$ cat src/rtl/palidx_remap.sv
module palidx_remap #(
  parameter int PIX_W = 8
) (
  input  logic             clk,
  input  logic             rst_n,
  input  logic [PIX_W-1:0] pix_idx,
  input  logic [1:0]       machine_sel,
  input  logic             wide_mode,
  input  logic             remap_sel,
  input  logic             hi_from_csel,
  input  logic [3:0]       csel,
  input  logic [PIX_W-1:0] pix_mask,
  input  logic             tbl_we,
  input  logic [3:0]       tbl_addr,
  input  logic [PIX_W-1:0] tbl_wdata,
  output logic [PIX_W-1:0] pal_addr
);
  localparam int ENTRIES = 16;

  logic [PIX_W-1:0] xlat [ENTRIES];
  logic [PIX_W-1:0] lo_ent, hi_ent, nxt;
  logic [3:0]       upper;

  always_ff @(posedge clk or negedge rst_n) begin
    if (!rst_n) begin
      for (int i = 0; i < ENTRIES; i++) xlat[i] <= PIX_W'(i);
    end else if (tbl_we) begin
      xlat[tbl_addr] <= tbl_wdata;
    end
  end

  assign lo_ent = xlat[pix_idx[3:0]];
  assign hi_ent = xlat[pix_idx[7:4]];
  assign upper  = remap_sel ? (hi_from_csel ? csel : pix_idx[7:4]) : hi_ent[3:0];

  always_comb begin
    if (machine_sel[1])
      nxt = pix_idx;
    else if (!wide_mode)
      nxt = lo_ent & pix_mask;
    else if (machine_sel[0])
      nxt = pix_idx & pix_mask;
    else
      nxt = {upper, lo_ent[3:0]} & pix_mask;
  end

  always_ff @(posedge clk or negedge rst_n) begin
    if (!rst_n) pal_addr <= '0;
    else        pal_addr <= nxt;
  end

  logic past_ok;
  always_ff @(posedge clk or negedge rst_n) begin
    if (!rst_n) past_ok <= 1'b0;
    else        past_ok <= 1'b1;
  end

  always_comb begin
    if (!rst_n) AST_RESET_ZERO: assert (pal_addr == '0);
  end

  AST_PASS_RAW: assert property (@(posedge clk) disable iff (!rst_n)
    past_ok && $past(machine_sel[1]) |-> pal_addr == $past(pix_idx));

  AST_MASK_BOUND: assert property (@(posedge clk) disable iff (!rst_n)
    past_ok && !$past(machine_sel[1]) |-> (pal_addr & ~$past(pix_mask)) == '0);

  AST_SIMPLE_WIDE: assert property (@(posedge clk) disable iff (!rst_n)
    past_ok && $past(machine_sel) == 2'b01 && $past(wide_mode)
    |-> pal_addr == ($past(pix_idx) & $past(pix_mask)));

  AST_CSEL_HIGH: assert property (@(posedge clk) disable iff (!rst_n)
    past_ok && $past(machine_sel) == 2'b00 && $past(wide_mode) && $past(remap_sel) && $past(hi_from_csel)
    |-> pal_addr[7:4] == ($past(csel) & $past(pix_mask[7:4])));

  AST_PIX_HIGH: assert property (@(posedge clk) disable iff (!rst_n)
    past_ok && $past(machine_sel) == 2'b00 && $past(wide_mode) && $past(remap_sel) && !$past(hi_from_csel)
    |-> pal_addr[7:4] == ($past(pix_idx[7:4]) & $past(pix_mask[7:4])));
endmodule

$ cat config.mk
export PLATFORM = sky130hd
export DESIGN_NAME = palidx_remap
export DESIGN_NICKNAME = d
export VERILOG_FILES = /design/src/rtl/palidx_remap.sv
export SDC_FILE = /design/constraint.sdc
export NUM_CORES = 1
export LEC_CHECK = 0
export CORE_ASPECT_RATIO = 0.75
export CORE_MARGIN = 2
export CORE_UTILIZATION = 30
export DETAILED_ROUTE_END_ITERATION = 8
export DONT_BUFFER_PORTS = 1
export GPL_TIMING_DRIVEN = 1
export HOLD_SLACK_MARGIN = 0.1
export PLACE_DENSITY = 0.53
export SYNTH_ARGS = -nofsm -noshare
export SYNTH_HDL_FRONTEND = slang
export SYNTH_SLANG_ARGS = --single-unit
$ cat constraint.sdc
create_clock -name clk -period 3 [get_ports clk]
set_input_delay 0.3 -clock clk [delete_from_list [all_inputs] [get_ports clk]]
set_output_delay 0.3 -clock clk [all_outputs]
set_load 0.02 [all_outputs]
==> results.yml <==
synthesis:
  synthesis.instances: 478
  syn-num-nets: 518
  postSynthAreaPerCell_um2: 14.5
  yosysUniqueCellTypes: 38
  yosys.area_share.xor_xnor: 0
  synth_adder_area_share: 0
  synth_flop_cell: "dfrtp_1"
  synth_compound_area_frac: 0.0348
  yosysSeqAreaShare: 0.496
  muxShareOfSynthArea: 0.392
  async_flop_share: 1.00
  synth_top_family_by_area: "multiplexers"
  yosys.area.top_type_share: 0.375
  synth-edff-count: 0
  yosysWarnings: 0
  synth.area.top_cells: "dfrtp_1, mux2_2, mux4_2"
  post-synth-top-area-cell: "dfrtp_1"
  synth-simple-area-share: 0.0507
  netlist_area_mm2: 0.00694
  ys_seq_elements: 136
drt:
  drc: 0
  wl_per_cell_um: 24.5
  first_iter_violations: 302
  firstDrtPassIters: 4
  via_count: 4313
  wirelength_mm: 19.9
  antenna_left: 0
  drt-vias-per-instance: 5.32
final_layout:
  stdcell_area_mm2: 0.00796
  syn_to_final_growth_pct: 14.7
  mostFrequentLayoutCell: "mux2_2"
  final_cell_mix: "mux2_2, dfrtp_1, mux4_2"
  drive_above_1_share: 0.477
  nNetsFinal: 534
  fin_util: 0.348
placed_design:
  hpwl_mm: 12.7
  gp_congestion: 0.760
  postPlaceCellArea_mm2: 0.00723
  preCtsSetupSlack_ns: 1.13
  port_buffers: 0
floorplan:
  rows: 48
  ios: 48
  die_w_um: 180
  die_h_um: 136
  core-area_mm2: 0.0229
  initial_core_util: 0.303
  dieArea_mm2: 0.0244
global_route:
  grtUsageTotal: 0.168
  grt_max_degree: 137
  grt_pass1_vias: 4615
  grt_pass1_wl_mm: 29.7
  antenna_found_initial: 3
  grt_overflow: 0
sta:
  fin_crit_ns: 2.40
  relSlewSlack: 0.418
  finalSetupViolCount: 0
  clock.fmax_ghz: 0.417
  fin_crit_sh: 0.800
  grt_setup_unrepaired: "no"
  fin_skew_ns: 0.00691
  slew_violations: 0
  tightest_slew_ns: 0.873
  hold_viol: 136
  setup_slack_ns: 0.601
  hold_slack_ns: -0.421
  setup_tns_ns: 0
setup_path:
  crit_path_max_fanout: 2
  end_kind: "flip-flop"
  reg2reg_setup_slack_ns: 0.60
  required_ns: 3.30
  critPathLaunchType: "flip-flop"
  crit_type: "flip-flop to flip-flop"
  worstRegToRegCells: 6
  r2r-start: "xlat[14]$_DFFE_PN0P_"
  reg2reg_to: "pal_addr[6]$_DFF_PN0_"
  crit_path_start: "xlat[14]$_DFFE_PN0P_"
  cp_data_arrival_time_ns: 2.70
min_path:
  hp-class: "primary input to asynchronous set/reset pin"
power:
  pwr-share-seq: 0.475
  power.leakage_nw: 3.21
  internal_power_mw: 4.13
  clkPwrFrac: 0.350
  combPwrFrac: 0.175
  p_sw_frac: 0.245
  irDropWorstVdd_v: 0.000373
  p_switching_mw: 1.34
  power_density_mw_per_mm2: 687
cts:
  cts_buffers: 17
  clk_pin_slew_ns: 0.05
  clk_latency_ns: 0.42
  hold_buffers: 20
  clockBufferDepth: 2
  cts.sinks: 136
  cts_resized: 0
  h-tree-depth: 4
  cts_setup_buffers: 0
  clockRootBuffer: "clkbuf_16"
  cts_tree: "built"
outcome:
  outcome: "finished, violations left"
  violations: "negative hold slack"
flow_run:
  maxCapViolCount: 0
how the worst max path moves through the flow:
stage                             to  cells after the start
3_3_place_gp    xlat[91]$_DFFE_PN0P_                      3
2_1_floorplan  pal_addr[6]$_DFF_PN0_                      6
3_5_place_dp   pal_addr[4]$_DFF_PN0_                      5
6_report       pal_addr[6]$_DFF_PN0_                      6
4_1_cts        pal_addr[6]$_DFF_PN0_                      6
5_1_grt        pal_addr[0]$_DFF_PN0_                      4
sequential cells by signal (all words and copies together), names as in the netlist:
signal and flops:
xlat 128, pal_addr 8
stage by stage:
| stage | instances | power [mW] |
|---|---|---|
| after CTS | 807 | 5.50 |
| final | 810 | 5.47 |
| after detailed placement | 755 | 3.53 |
| after floorplan | 478 | 3.34 |
| after global placement | 755 | 3.48 |
| after global routing | 807 | 5.72 |
critical path, cell delays in order, from the launching register on:
cell           delay [ns]
dfrtp_1              0.38
mux4_2               0.49
mux4_2               0.48
o21a_1               0.22
nor2_1               0.10
nor3_1               0.05
dlygate4sd3_1        0.56
synth_stat cells (7+ instances only):
library cell / instances
nand2_1: 21
mux2i_1: 14
nor2_1: 15
a21oi_1: 8
clkbuf_1: 20
o21ai_0: 12
mux2_2: 135
mux4_2: 40
dfrtp_1: 104
buf_2: 8
dfstp_2: 32
nand2b_1: 7
per-layer routing:
| metal | wire length [µm] | vias to the layer above | GRT usage |
|---|---|---|---|
| met5 | 0 | - | 0 |
| met4 | 270 | 0 | 0.0524 |
| met3 | 1820 | 19 | 0.0602 |
| met2 | 8760 | 140 | 0.247 |
| met1 | 9000 | 2300 | 0.232 |
| li1 | - | 1854 | - |
power by group through the flow:
stage	Combinational (mW)	Sequential, mW	Clock, mW
detailed placement	0.910	2.62	0
global placement	0.884	2.59	0
global route	1.03	2.65	2.04
CTS	0.964	2.59	1.94
finish	0.958	2.60	1.92
floorplan	0.828	2.51	0
cell type report:
| cell class | instances | area [µm²] |
|---|---|---|
| fillers | 2184 | 14900 |
| flip-flops and latches | 136 | 3440 |
| multi-input cells | 303 | 3310 |
| clock buffers | 26 | 469 |
| well taps | 300 | 375 |
| repair buffers | 30 | 275 |
| clock inverters | 6 | 55.1 |
| inverters | 6 | 22.5 |
| diodes | 3 | 7.51 |
cells by family (layout without fill, tap and decap cells):
kind of cell,after synthesis,in the layout
muxes,195,195
DFF,136,136
and+or+nand+nor,70,70
buffers and inverters,39,68
AOI/OAI and AO/OA,38,38
other,0,3
(Power assumes the default switching activity.)
